**src/rtl/ser_pkg.sv**
```systemverilog
package ser_pkg;
    // Sequencer phases; the ring length is twice the nibble width.
    localparam int NIB_W   = 4;
    localparam int RING_N  = 2 * NIB_W;

    typedef enum logic [2:0] {
        PH0 = 3'd0, PH1 = 3'd1, PH2 = 3'd2, PH3 = 3'd3,
        PH4 = 3'd4, PH5 = 3'd5, PH6 = 3'd6, PH7 = 3'd7
    } phase_e;
endpackage

```
**src/rtl/ser_phase_seq.sv**
```systemverilog
module ser_phase_seq
    import ser_pkg::*;
(
    input  logic   clk,
    input  logic   sync,
    input  logic   wide_mode,
    output logic   load_pulse,
    output logic   div4_q,
    output logic   div8_q
);
    phase_e phase_q;
    phase_e phase_d;

    // State register: falling edge, asynchronous clear to PH0.
    always_ff @(negedge clk or posedge sync) begin
        if (sync) phase_q <= PH0;
        else      phase_q <= phase_d;
    end

    // Ring transitions.
    always_comb begin
        unique case (phase_q)
            PH0: phase_d = PH1;
            PH1: phase_d = PH2;
            PH2: phase_d = PH3;
            PH3: phase_d = PH4;
            PH4: phase_d = PH5;
            PH5: phase_d = PH6;
            PH6: phase_d = PH7;
            PH7: phase_d = PH0;
        endcase
    end

    // Outputs: load decode, plus registered divided clocks taken from the next phase.
    always_comb begin
        unique case (phase_q)
            PH3:     load_pulse = !wide_mode;
            PH7:     load_pulse = 1'b1;
            default: load_pulse = 1'b0;
        endcase
    end

    always_ff @(negedge clk or posedge sync) begin
        if (sync) begin
            div4_q <= 1'b0;
            div8_q <= 1'b0;
        end else begin
            div4_q <= phase_d inside {PH2, PH3, PH6, PH7};
            div8_q <= phase_d inside {PH4, PH5, PH6, PH7};
        end
    end
endmodule

```
**src/rtl/ser_shift_chain.sv**
```systemverilog
module ser_shift_chain #(
    parameter int W = 4
) (
    input  logic         clk,
    input  logic         sync,
    input  logic         load,
    input  logic [W-1:0] par,
    input  logic         ser_in,
    output logic         ser_out
);
    logic [W-1:0] stage_q;

    for (genvar i = 0; i < W; i++) begin : g_stage
        logic feed;
        if (i == W - 1) begin : g_tail
            assign feed = ser_in;
        end else begin : g_body
            assign feed = stage_q[i+1];
        end

        always_ff @(negedge clk or posedge sync) begin
            if (sync)      stage_q[i] <= 1'b0;
            else if (load) stage_q[i] <= par[i];
            else           stage_q[i] <= feed;
        end
    end

    assign ser_out = stage_q[0];
endmodule

```
**src/rtl/nibble_serializer.sv**
```systemverilog
module nibble_serializer #(
    parameter int NIB_W = ser_pkg::NIB_W
) (
    input  logic             clk,
    input  logic             sync,
    input  logic             wide_mode,
    input  logic [NIB_W-1:0] par_in,
    input  logic             ser_in,
    output logic             ser_out,
    output logic             clk_div4,
    output logic             clk_div8
);
    logic load_pulse;

    ser_phase_seq u_seq (
        .clk        (clk),
        .sync       (sync),
        .wide_mode  (wide_mode),
        .load_pulse (load_pulse),
        .div4_q     (clk_div4),
        .div8_q     (clk_div8)
    );

    ser_shift_chain #(.W(NIB_W)) u_chain (
        .clk     (clk),
        .sync    (sync),
        .load    (load_pulse),
        .par     (par_in),
        .ser_in  (ser_in),
        .ser_out (ser_out)
    );
endmodule

```
**config.mk**
```make
export PLATFORM = sky130hd
export DESIGN_NAME = nibble_serializer
export DESIGN_NICKNAME = d
export VERILOG_FILES = /design/src/rtl/ser_pkg.sv /design/src/rtl/ser_phase_seq.sv /design/src/rtl/ser_shift_chain.sv /design/src/rtl/nibble_serializer.sv
export SDC_FILE = /design/constraint.sdc
export NUM_CORES = 1
export LEC_CHECK = 0
export ABC_AREA = 1
export BUFFER_PORTS_ARGS = -buffer_cell sky130_fd_sc_hd__buf_2
export CAP_MARGIN = 25
export CORE_AREA = 8 8 45 47
export DETAILED_ROUTE_END_ITERATION = 10
export DIE_AREA = 0 0 53 55
export GPL_ROUTABILITY_DRIVEN = 0
export RECOVER_POWER = 50
export SYNTH_ARGS = -nofsm -noshare
export SYNTH_HDL_FRONTEND = slang
export SYNTH_HIERARCHICAL = 1
export SYNTH_SLANG_ARGS = --single-unit
```
**constraint.sdc**
```tcl
create_clock -name clk -period 1.6 [get_ports clk]
set_input_delay 0.32 -clock clk [delete_from_list [all_inputs] [get_ports clk]]
set_output_delay 0.32 -clock clk [all_outputs]
set_load 0.02 [all_outputs]
```
==> results.json <==
{
  "syn_area_um2": 407,
  "drtIter0Drc": 4,
  "arrival_ns": 1.60,
  "worstPathRequired_ns": 1.28,
  "worstSetupStartpointType": "flop",
  "clock-sinks": 8,
  "drt-total-wl_um": 739,
  "path_buf_inv": 1,
  "die_w_um": 53,
  "htreeDepth": 1,
  "area_growth_pct": 33.8,
  "die-area_mm2": 0.00292,
  "globalRouteOverflowTotal": 0,
  "grt_pass1_wl_mm": 1.30,
  "ys_types": 9,
  "drc": 0,
  "vdd_drop_max_mv": 0.282,
  "cts_buffers": 3,
  "setup_viol": 3,
  "maxSlewViolCount": 0,
  "clock_path_buffers": 2,
  "portBuffers": 10,
  "coreArea_mm2": 0.00138,
  "via_count": 310,
  "num_rows": 14,
  "clk-insertion-delay-late_ns": 0.26,
  "n_fill_cell": 149,
  "place_ws_ns": -0.118,
  "worst_slack_ns": -0.316,
  "outcome": "complete, but fails checks",
  "path_class": "reg -> out",
  "antenna_found_initial": 0,
  "max_cap_violations": 0,
  "drive_gt1_frac": 0.317,
  "fp.dieH_um": 55,
  "ys_seq_elements": 8,
  "wl_per_cell_um": 9.72,
  "postLayoutCellArea_um2": 544,
  "syn_inst": 45,
  "grt_usage": 0.0633,
  "end_kind": "output port",
  "rsz0062_at_grt": "true",
  "crit_slowest_cell": "dfrtn_1",
  "initial_core_util": 0.294,
  "hold_slack_ns": 0.386,
  "io_pins": 11,
  "final_nets": 77,
  "post_dp_cell_area_um2": 503,
  "p_per_area_mw_per_mm2": 700,
  "postSynthAreaPerCell_um2": 9.04,
  "crit_family": "flip-flops",
  "first_global_vias": 318,
  "p_leak_nw": 0.309,
  "path_cells": "buf_6",
  "slew-limit-headroom": 0.899,
  "worst_pin_slew_ns": 0.150,
  "cts.clk_slew.worst_paths_ns": 0.04,
  "cp_slowest_stage_delay_ns": 0.42,
  "violations": "negative setup slack",
  "hold_viol_final": 0,
  "diodes": 0,
  "cts_root_buf": "clkbuf_4",
  "ys_seq_area_frac": 0.492,
  "hold_class": "reg -> reg",
  "final_util": 0.393,
  "yosys.area.top_type": "dfrtn_1",
  "cts_tree": "yes",
  "post_cts_buffers": 0,
  "postRouteAntennaNets": 0,
  "yosysWarnings": 6,
  "synth_top_area_share": 0.492,
  "firstDrtPassIters": 4,
  "place_hpwl_um": 628,
  "grt_max_degree": 6,
  "vias_per_cell": 4.08,
  "clock_skew_ns": 0.000389,
  "ys_top_cells_by_area": "dfrtn_1 49%, ha_1 22%, nand2_1 15%",
  "syn_nets": 60,
  "critPathMaxFanout": 2
}
-- metrics by stage --
step | TNS [ns] | power (mW) | instances
2_1_floorplan | -0.0811 | 0.222 | 45
3_3_place_gp | -0.533 | 0.235 | 73
3_5_place_dp | -0.630 | 0.235 | 73
4_1_cts | -0.961 | 0.394 | 76
5_1_grt | -1.03 | 0.409 | 76
6_report | -0.905 | 0.381 | 76
-- area by class of cell --
type	count	area, µm²	share of cell area
Timing Repair Buffer	12	83.8	0.154
Inverter	8	30.0	0.0552
Multi-Input combinational cell	29	188	0.345
Sequential cell	8	200	0.368
Clock buffer	3	22.5	0.0414
Tap cell	16	20.0	0.0368
-- state kept, by name, indices dropped and copies added (netlist names) --
| register | cells |
|---|---|
| u_seq/phase_q | 3 |
| u_chain/g_stage.feed | 3 |
| u_seq/div8_q | 1 |
| u_chain/ser_out | 1 |
-- worst paths after layout --
check | start | endpoint | slack [ns] | depth (start not counted)
max in group asynchronous | sync | u_seq/phase_q[1] | 0.78 | 2
worst max register to register | u_seq/phase_q[1] | u_chain/ser_out | 0.34 | 7
worst max-delay path | u_seq/phase_q[1] | clk_div4 | -0.32 | 1
worst min-delay path | u_chain/g_stage[2].feed | u_chain/g_stage[1].feed | 0.39 | 2
min in group asynchronous | sync | u_chain/g_stage[0].feed | 0.63 | 2
worst min register to register | u_chain/g_stage[2].feed | u_chain/g_stage[1].feed | 0.39 | 2
-- worst reg2reg max path: stages, from the launching register on --
cell and delay [ns]:
dfrtn_1 0.35, buf_4 0.16, ha_1 0.20, inv_1 0.11, a21oi_4 0.05, buf_4 0.14, nand2_1 0.05, nand2_1 0.05
-- cell usage after synthesis (all sizes together) --
master / n
inv: 8
a21oi: 1
o21ai: 2
nand2: 17
dfrtn: 8
nor2: 2
ha: 7
-- cell families after synthesis --
group,count (synthesis),share of synthesized area
buffers and inverters,8,0.0738
DFF,8,0.492
adders and majority gates,7,0.215
AOI/OAI and AO/OA,3,0.0369
and+or+nand+nor,19,0.182
-- layout by cell type (no fill, tap or decap), drive strengths merged --
cell type	n
buf	12
a21oi	1
nand2	17
ha	7
clkbuf	3
nor2	2
dfrtn	8
o21ai	2
inv	8
-- report_power, final --
| group | switching [mW] | internal, mW | total (mW) |
|---|---|---|---|
| registers | 0.00179 | 0.209 | 0.211 |
| logic | 0.0113 | 0.0107 | 0.0220 |
| clock network | 0.0625 | 0.0854 | 0.148 |
-- routing by layer --
metal	up-vias	GRT usage	share of wire	wire (µm)
li1	163	-	-	-
met1	137	0.0635	0.38	284
met2	8	0.0879	0.46	343
met3	2	0.0535	0.14	103
met4	0	0.0388	0.011	8
met5	-	0	0	0
-- what timing repair did --
| item | 4_1_cts | 5_1_grt |
|---|---|---|
| hold endpoints to repair | 0 | 0 |
| endpoints found under the setup margin | 3 | 3 |
| hold buffers | 0 | 0 |
| pin swaps | 0 | 0 |
| resized for setup | 6 | 0 |
No activity file was read; power rests on OpenSTA's default activity.
